<file path="src/rtl/uart_tx_pkg.sv">
package uart_tx_pkg;
  typedef enum logic [1:0] {
    K_NONE  = 2'd0,
    K_IDLE  = 2'd1,
    K_BREAK = 2'd2,
    K_DATA  = 2'd3
  } load_kind_t;
endpackage

</file>
<file path="src/rtl/uart_tx_framer.sv">
module uart_tx_framer
  import uart_tx_pkg::*;
#(
  parameter int DATA_MAX  = 9,
  parameter int FRAME_MAX = DATA_MAX + 3,
  parameter int NB_W      = $clog2(FRAME_MAX + 1)
) (
  input  logic [DATA_MAX-1:0]  data,
  input  logic                 nine_bit,
  input  logic                 par_en,
  input  logic                 par_odd,
  input  load_kind_t           kind,
  output logic [FRAME_MAX-1:0] frame,
  output logic [NB_W-1:0]      nbits
);
  localparam int DATA_MIN = DATA_MAX - 1;

  int  n_data;
  logic par_bit;

  always_comb begin
    n_data  = nine_bit ? DATA_MAX : DATA_MIN;
    par_bit = par_odd;
    for (int i = 0; i < DATA_MAX - 1; i++) begin
      if (i < n_data - 1) par_bit = par_bit ^ data[i];
    end
  end

  always_comb begin
    frame = '1;
    nbits = NB_W'(n_data + 2);
    unique case (kind)
      K_DATA: begin
        frame[0] = 1'b0;
        for (int i = 0; i < DATA_MAX; i++) begin
          if (i < n_data) frame[i+1] = data[i];
        end
        if (par_en) frame[n_data] = par_bit;
      end
      K_BREAK: begin
        for (int i = 0; i < FRAME_MAX; i++) frame[i] = (i >= n_data + 2);
        nbits = NB_W'(n_data + 3);
      end
      default: frame = '1;
    endcase
  end
endmodule

</file>
<file path="src/rtl/uart_tx_queue.sv">
module uart_tx_queue
  import uart_tx_pkg::*;
(
  input  logic       clk,
  input  logic       rst,
  input  logic       tx_en,
  input  logic       brk_req,
  input  logic       busy,
  input  logic       held_full,
  input  logic       fire,
  output load_kind_t kind,
  output logic       idle_pend,
  output logic       brk_pend
);
  logic en_d;

  always_comb begin
    if (idle_pend)              kind = K_IDLE;
    else if (brk_pend)          kind = K_BREAK;
    else if (tx_en && held_full) kind = K_DATA;
    else                        kind = K_NONE;
  end

  always_ff @(posedge clk) begin
    if (rst) begin
      en_d      <= 1'b0;
      idle_pend <= 1'b0;
      brk_pend  <= 1'b0;
    end else begin
      en_d <= tx_en;
      if (tx_en && !en_d && busy)          idle_pend <= 1'b1;
      else if (fire && kind == K_IDLE)     idle_pend <= 1'b0;
      if (brk_req)                         brk_pend  <= 1'b1;
      else if (fire && kind == K_BREAK)    brk_pend  <= 1'b0;
    end
  end
endmodule

</file>
<file path="src/rtl/uart_tx_shifter.sv">
module uart_tx_shifter #(
  parameter int FRAME_MAX     = 12,
  parameter int TICKS_PER_BIT = 16,
  parameter int NB_W          = $clog2(FRAME_MAX + 1),
  parameter int TK_W          = $clog2(TICKS_PER_BIT)
) (
  input  logic                 clk,
  input  logic                 rst,
  input  logic                 baud_tick,
  input  logic                 load_en,
  input  logic [FRAME_MAX-1:0] frame,
  input  logic [NB_W-1:0]      nbits,
  output logic                 accept,
  output logic                 busy,
  output logic                 txd
);
  localparam logic [TK_W-1:0] TK_LAST  = TK_W'(TICKS_PER_BIT - 1);
  localparam logic [NB_W-1:0] LAST_BIT = NB_W'(1);

  logic [FRAME_MAX-1:0] shreg;
  logic [NB_W-1:0]      bits_left;
  logic [TK_W-1:0]      tick_cnt;
  logic                 bit_end;

  assign bit_end = busy && baud_tick && (tick_cnt == TK_LAST);
  assign accept  = !busy || (bit_end && bits_left == LAST_BIT);

  always_ff @(posedge clk) begin
    if (rst) begin
      busy      <= 1'b0;
      shreg     <= '1;
      bits_left <= '0;
      tick_cnt  <= '0;
      txd       <= 1'b1;
    end else if (load_en) begin
      busy      <= 1'b1;
      shreg     <= frame;
      bits_left <= nbits;
      tick_cnt  <= '0;
      txd       <= frame[0];
    end else if (busy && baud_tick) begin
      if (bit_end) begin
        tick_cnt <= '0;
        if (bits_left == LAST_BIT) begin
          busy <= 1'b0;
          txd  <= 1'b1;
        end else begin
          shreg     <= {1'b1, shreg[FRAME_MAX-1:1]};
          txd       <= shreg[1];
          bits_left <= bits_left - NB_W'(1);
        end
      end else begin
        tick_cnt <= tick_cnt + TK_W'(1);
      end
    end
  end
endmodule

</file>
<file path="src/rtl/uart_tx_qidle.sv">
module uart_tx_qidle
  import uart_tx_pkg::*;
#(
  parameter int DATA_MAX      = 9,
  parameter int TICKS_PER_BIT = 16
) (
  input  logic                clk,
  input  logic                rst,
  input  logic                baud_tick,
  input  logic                wr_en,
  input  logic [DATA_MAX-1:0] wr_data,
  input  logic                nine_bit,
  input  logic                par_en,
  input  logic                par_odd,
  input  logic                tx_en,
  input  logic                brk_req,
  input  logic                tx_int_en,
  input  logic                tc_int_en,
  input  logic                loop_mode,
  input  logic                single_wire,
  input  logic                wire_dir_out,
  output logic                txd,
  output logic                txd_oe,
  output logic                tdre,
  output logic                tc,
  output logic                tx_irq,
  output logic                tc_irq
);
  localparam int FRAME_MAX = DATA_MAX + 3;
  localparam int NB_W      = $clog2(FRAME_MAX + 1);

  logic [DATA_MAX-1:0]  held;
  logic                 accept, busy, fire;
  logic                 idle_pend, brk_pend;
  load_kind_t           kind;
  logic [FRAME_MAX-1:0] frame;
  logic [NB_W-1:0]      nbits;
  logic                 own_ok, want_pin;

  assign fire = accept && (kind != K_NONE);

  uart_tx_queue q_i (
    .clk(clk), .rst(rst), .tx_en(tx_en), .brk_req(brk_req), .busy(busy),
    .held_full(!tdre), .fire(fire), .kind(kind),
    .idle_pend(idle_pend), .brk_pend(brk_pend)
  );

  uart_tx_framer #(.DATA_MAX(DATA_MAX), .FRAME_MAX(FRAME_MAX), .NB_W(NB_W)) fr_i (
    .data(held), .nine_bit(nine_bit), .par_en(par_en), .par_odd(par_odd),
    .kind(kind), .frame(frame), .nbits(nbits)
  );

  uart_tx_shifter #(.FRAME_MAX(FRAME_MAX), .TICKS_PER_BIT(TICKS_PER_BIT), .NB_W(NB_W)) sh_i (
    .clk(clk), .rst(rst), .baud_tick(baud_tick), .load_en(fire), .frame(frame),
    .nbits(nbits), .accept(accept), .busy(busy), .txd(txd)
  );

  always_ff @(posedge clk) begin
    if (rst) begin
      held <= '0;
      tdre <= 1'b1;
    end else if (wr_en) begin
      held <= wr_data;
      tdre <= 1'b0;
    end else if (fire && kind == K_DATA) begin
      tdre <= 1'b1;
    end
  end

  assign tc = !busy && tdre && !idle_pend && !brk_pend;

  always_comb begin
    want_pin = tx_en || busy || idle_pend || brk_pend;
    if (single_wire)    own_ok = wire_dir_out;
    else if (loop_mode) own_ok = 1'b0;
    else                own_ok = 1'b1;
  end

  always_ff @(posedge clk) begin
    if (rst) begin
      txd_oe <= 1'b0;
      tx_irq <= 1'b0;
      tc_irq <= 1'b0;
    end else begin
      txd_oe <= want_pin && own_ok;
      tx_irq <= tdre && tx_int_en;
      tc_irq <= tc && tc_int_en;
    end
  end
endmodule

</file>
<file path="config.mk">
export PLATFORM = sky130hd
export DESIGN_NAME = uart_tx_qidle
export DESIGN_NICKNAME = d
export VERILOG_FILES = /design/src/rtl/uart_tx_pkg.sv /design/src/rtl/uart_tx_framer.sv /design/src/rtl/uart_tx_queue.sv /design/src/rtl/uart_tx_shifter.sv /design/src/rtl/uart_tx_qidle.sv
export SDC_FILE = /design/constraint.sdc
export NUM_CORES = 1
export LEC_CHECK = 0
export BUFFER_PORTS_ARGS = -buffer_cell sky130_fd_sc_hd__buf_2
export CORE_MARGIN = 2
export CORE_UTILIZATION = 50
export DETAILED_ROUTE_END_ITERATION = 10
export PLACE_DENSITY_LB_ADDON = 0.2
export SETUP_SLACK_MARGIN = 0.05
export SYNTH_ARGS = -nofsm -noshare
export SYNTH_HDL_FRONTEND = slang
export SYNTH_SLANG_ARGS = --single-unit
</file>
<file path="constraint.sdc">
create_clock -name clk -period 4.2 [get_ports clk]
set_clock_uncertainty 0.1 [all_clocks]
set_input_delay 0 -clock clk [delete_from_list [all_inputs] [get_ports clk]]
set_output_delay 0 -clock clk [all_outputs]
set_load 0.05 [all_outputs]
</file>
After elaboration in Yosys (flattened, before gate mapping)
Index checks and enable logic that the tools add are counted.

Register bits after elaboration: 38. Input port bits: 23. Output and inout port bits: 6.

$add $sub $neg: 5. Magnitude comparators: 31. Eq/ne operators: 6. Mux-type cells: 61. Bitwise operators: 8. Reductions and logical operators: 37.

Operators by type and width (count): < comparator 4 x 32 -> 1 bit, first input constant (8); greater-or-equal comparator 4 x 32 -> 1 bit, first input constant (4); greater-or-equal comparator 5 x 32 -> 1 bit, first input constant (4); < comparator 3 x 32 -> 1 bit, first input constant (4); greater-or-equal comparator 3 x 32 -> 1 bit, first input constant (2); < comparator 1 x 32 -> 1 bit, first input constant (2); < comparator 2 x 32 -> 1 bit, first input constant (2); two-way mux 12 bit (5); two-way mux 1 bit (44); adder 32 x 3 -> 32 bit, second input constant (1); greater-or-equal comparator 1 x 32 -> 1 bit, first input constant (1); greater-or-equal comparator 2 x 32 -> 1 bit, first input constant (1); greater-or-equal comparator 32 x 1 -> 1 bit, second input constant (1); < comparator 32 x 6 -> 1 bit, second input constant (1); < comparator 5 x 32 -> 1 bit, first input constant (1); subtractor 32 x 2 -> 32 bit, second input constant (1); two-way mux 4 bit (6); case mux 12 bit (2 select lines) (1); logical AND 1 bit (17); nonzero test 2 bit (7); bitwise mux 12 bit (1); bitwise XOR 1 bit (8); two-way mux 2 bit (3); AND reduction 3 bit (2); other kinds (13) (21).

Depth between registers and ports, before layout
Depth in word-level cells: 22. Mapped depth: 9. Depth with buffers taken out: 7.

Cells and area by module
A second synthesis with hierarchy kept.

Cells, all modules: 237. Area total of the unflattened synthesis: 1984.4 um^2.

By module, submodules not included: uart_tx_shifter (times used 1, cells an instance 134, area an instance 1112.3 um^2, sequential area each 420.4 um^2); uart_tx_qidle (times used 1, cells an instance 45, area an instance 488.0 um^2, sequential area each 260.2 um^2); uart_tx_framer (times used 1, cells an instance 44, area an instance 259.0 um^2, sequential area each 0.0 um^2); uart_tx_queue (times used 1, cells an instance 14, area an instance 125.1 um^2, sequential area each 60.1 um^2).

Least setup slack after synthesis
No wires, ideal clock.

Path type: flip-flop to flip-flop. From: register tdre. To: register sh_i.shreg[8]. Setup time: 120 ps. Arrival time: 2025 ps. Required time: 3980 ps. Path slack: 1956 ps. Cell stages (with the launch flop): 6. Buffers on the path: 0. Period minus slack after synthesis: 2244 ps. Cells stage by stage: dfxtp_1 nand2b_1 nor3b_2 a22oi_1 o221a_1 a211o_1.

Word-level cells in the longest chain between the ends: 9.

Ends and longest elaborated chain: from (decl) (line uart_tx_qidle.sv:24) `output logic tdre,`; from (signal assigned) (line uart_tx_qidle.sv:61) `tdre <= 1'b1;`; from (signal assigned) (line uart_tx_qidle.sv:64) `tdre <= 1'b0;`; from (signal assigned) (line uart_tx_qidle.sv:66) `tdre <= 1'b1;`; logical NOT 1 bit * (line uart_tx_qidle.sv:44) `.held_full(!tdre), .fire(fire), .kind(kind),`; logical AND 1 bit * (line uart_tx_queue.sv:20) `else if (tx_en && held_full) kind = K_DATA;`; two-way mux 2 bit * (line uart_tx_queue.sv:20); two-way mux 2 bit * (line uart_tx_queue.sv:19) `else if (brk_pend) kind = K_BREAK;`; two-way mux 2 bit * (line uart_tx_queue.sv:18) `if (idle_pend) kind = K_IDLE;`; nonzero test 2 bit (line uart_tx_qidle.sv:40) `assign fire = accept && (kind != K_NONE);`; logical AND 1 bit (line uart_tx_qidle.sv:40); != test 2 bit (no source line) / nonzero test 2 bit (equally long branches); AND reduction 3 bit (no source line); to (signal assigned) (line uart_tx_shifter.sv:37) `shreg <= frame;`; to (signal assigned) (line uart_tx_shifter.sv:48) `shreg <= {1'b1, shreg[FRAME_MAX-1:1]};`; to (decl) (line uart_tx_shifter.sv:20) `logic [FRAME_MAX-1:0] shreg;`.

Mark *: on every way between the ends. The rest lies on a longest branch, timed or not. A chain may end at the register's enable or synchronous reset.

Worst setup path in the final report
Ends and elaborated chain as after synthesis.

==> flow_summary.yaml <==
timing:
  post-route-min-period_ns: 2.37
  slew_violations: 0
  fmax_mhz: 421
  period_share_pct: 56.5
  finalHoldViolations: 0
  setup_slack_ns: 1.83
  fin_setup_tns_ns: 0
  finalSetupViolCount: 0
  hold_ws_ns: 0.0450
  rsz0062_at_grt: "false"
  worstMarginPinSlew_ns: 0.727
  maxSlewHeadroom_pct: 51.5
power_and_ir_drop:
  powerDensity_nw_per_um2: 356
  seqPwrFrac_pct: 49.4
  max-vdd-ir-drop_mv: 0.225
  power.internal_w: 0.000571
  power_leakage_nw: 0.947
  switching_share_pct: 27.9
  clkPwrFrac_pct: 29.5
  p_comb_share_pct: 21.0
  p_total_w: 0.000793
  power_switching_w: 0.000221
detailed_routing:
  drt_iter0_drc: 59
  drc: 0
  wire_per_inst_um: 13.8
  num_vias: 1593
  drt-vias-per-instance: 5.44
  final_antenna_net_count: 0
  drtPass1Iterations: 4
  finalWirelength_mm: 4.05
logic_synthesis:
  async_reset_ff_share_pct: 0
  ys_ff_latch: 36
  syn_area_per_cell_um2: 8.86
  ys_seq_area_share_pct: 40.4
  mappedNetlistNets: 230
  synth_cell_type_count: 49
  synth_warnings: 0
  synthesis.instances: 201
  synth_edf_count: 0
  synthFlopType: "dfxtp_1"
  synth_area_um2: 1780
clocking:
  cts_tree: "built"
  insertion_delay_ns: 0.34
  cts.sinks: 36
  cts_buffer_depth: 2
  numCtsBuffers: 5
  path_clk_slew_ns: 0.10
  root_buffer: "clkbuf_4"
  h-tree-depth: 2
status:
  outcome: "finished, final reports clean"
cells_and_area:
  fillers: 275
  fin_cells: 293
  syn2layout_area_growth_pct: 25.1
  n_antenna_cell: 0
  nNetsFinal: 275
  mostFrequentLayoutCells: "36 x dfxtp_1, 34 x nor2_1, 28 x buf_2"
  layout-drive-gt1-share_pct: 17.4
  final_common_cell: "dfxtp_1"
critical_path:
  worstPathRequired_ns: 4.34
  crit_family: "compound AO/OA/AOI/OAI gates"
  path_buf_inv: 0
  crit_fanout: 9
  arrival_ns: 2.51
  crit_slowest_cell: "nor3b_2"
  crit_chain: "nand2b_1, nor3b_2, a22oi_1, o221a_1, a211o_1"
  worstSetupPathType: "reg2reg"
  crit_path_start_kind: "register"
  endpoint_kind: "register"
  max_stage_delay_ns: 0.55
min_path:
  hp-class: "in2reg"
floorplan:
  io_pins: 29
  coreArea_um2: 3390
  num_rows: 21
  start_util_pct: 52.6
  die_x_um: 63.7
  die_h_um: 63.7
  design.die.area_um2: 4060
grt:
  grtUsageTotal_pct: 22.0
  grt_pass1_wl_mm: 7.04
  overflow: 0
  grt_max_degree: 37
  grt_pass1_vias: 1595
  antenna_found_initial: 0
run:
  drv_cap: 0
placed_design:
  place_hpwl_mm: 2.68
  gp_congestion: 0.820
  post-place-ws_ns: 1.84
  placed_cells: 263
  io_buffer_count: 28
## power by group through the flow
stage	Combinational [W]	Clock [W]	Sequential [W]
finish	0.000167	0.000234	0.000392
global route	0.000184	0.000255	0.000395
CTS	0.000165	0.000243	0.000392
detailed placement	0.000147	0	0.000399
global placement	0.000142	0	0.000398
floorplan	0.000108	0	0.000401
## Yosys cell counts, drive strengths merged (3+ instances only)
cell     count  share of area [%]
xor2         3                1.5
nor2        34                7.2
a2bb2oi      6                2.9
ha           6                4.2
o21bai       8                3.4
mux2i       11                6.2
dfxtp       36                 40
nand2       11                2.3
nand3        4                1.4
nand2b       3                1.1
a21oi        8                2.2
inv          4               0.84
o21ai        5                1.4
nor3         9                2.5
clkbuf      11                2.4
xnor2        8                3.9
## cell families (layout without fill, tap and decap cells)
family / Yosys count / in the layout / synth area share, %
buf+inv: 16 / 62 / 3.51
fa+ha+maj: 6 / 6 / 4.21
compound gates: 41 / 41 / 16.6
mux: 11 / 11 / 6.18
xor+xnor: 11 / 11 / 5.41
simple gates: 80 / 80 / 23.6
flops: 36 / 36 / 40.4
## worst min-delay path, stage by stage
cell,delay (ns)
buf_2,0.14
nand3_1,0.08
mux2i_1,0.05
o21ai_0,0.16
## area by class of cell
class                   count  area [um^2]  share of cell area (%)
flip-flops and latches     36          721                    32.3
repair buffers             50          360                    16.2
inverters                   4         15.0                   0.674
clock buffers               6         41.3                    1.85
multi-input cells         149          998                    44.8
well taps                  46         57.6                    2.58
clock inverters             2         35.0                    1.57
## layer usage
metal	global-route usage [%]	vias to the layer above	wire length [um]
li1	-	795	-
met1	26.8	756	1820
met2	37.4	32	1980
met3	5.54	10	171
met4	7.88	0	81
met5	0	-	0
## registers in the layout, summed over array words and instances, names as in the netlist
name,flops
txd_oe,1
sh_i.txd,1
sh_i.busy,1
q_i.en_d,1
sh_i.shreg,10
q_i.brk_pend,1
tdre,1
q_i.idle_pend,1
sh_i.bits_left,4
sh_i.tick_cnt,4
tx_irq,1
tc_irq,1
held,9
## worst paths after layout
check,startpoint,end,slack [ns],cells after the start
worst max register to register,tdre,sh_i.shreg[8],1.83,5
worst min-delay path,nine_bit,sh_i.shreg[9],0.05,4
worst max-delay path,tdre,sh_i.shreg[8],1.83,5
worst min register to register,sh_i.shreg[3],sh_i.shreg[3],0.41,2
## per-stage QoR
stage          cell area [um^2]  util, %
6_report                   2230     65.7
5_1_grt                    2230     65.7
4_1_cts                    2230     65.7
3_5_place_dp               1930     57.0
3_3_place_gp               1930     57.0
2_1_floorplan              1780        -
## repair_timing
item | CTS | global route
hold buffers | 22 | 0
hold endpoints to repair | 18 | 0
resized for setup | 0 | 0
setup buffers | 0 | 0
(Power assumes the default switching activity.)
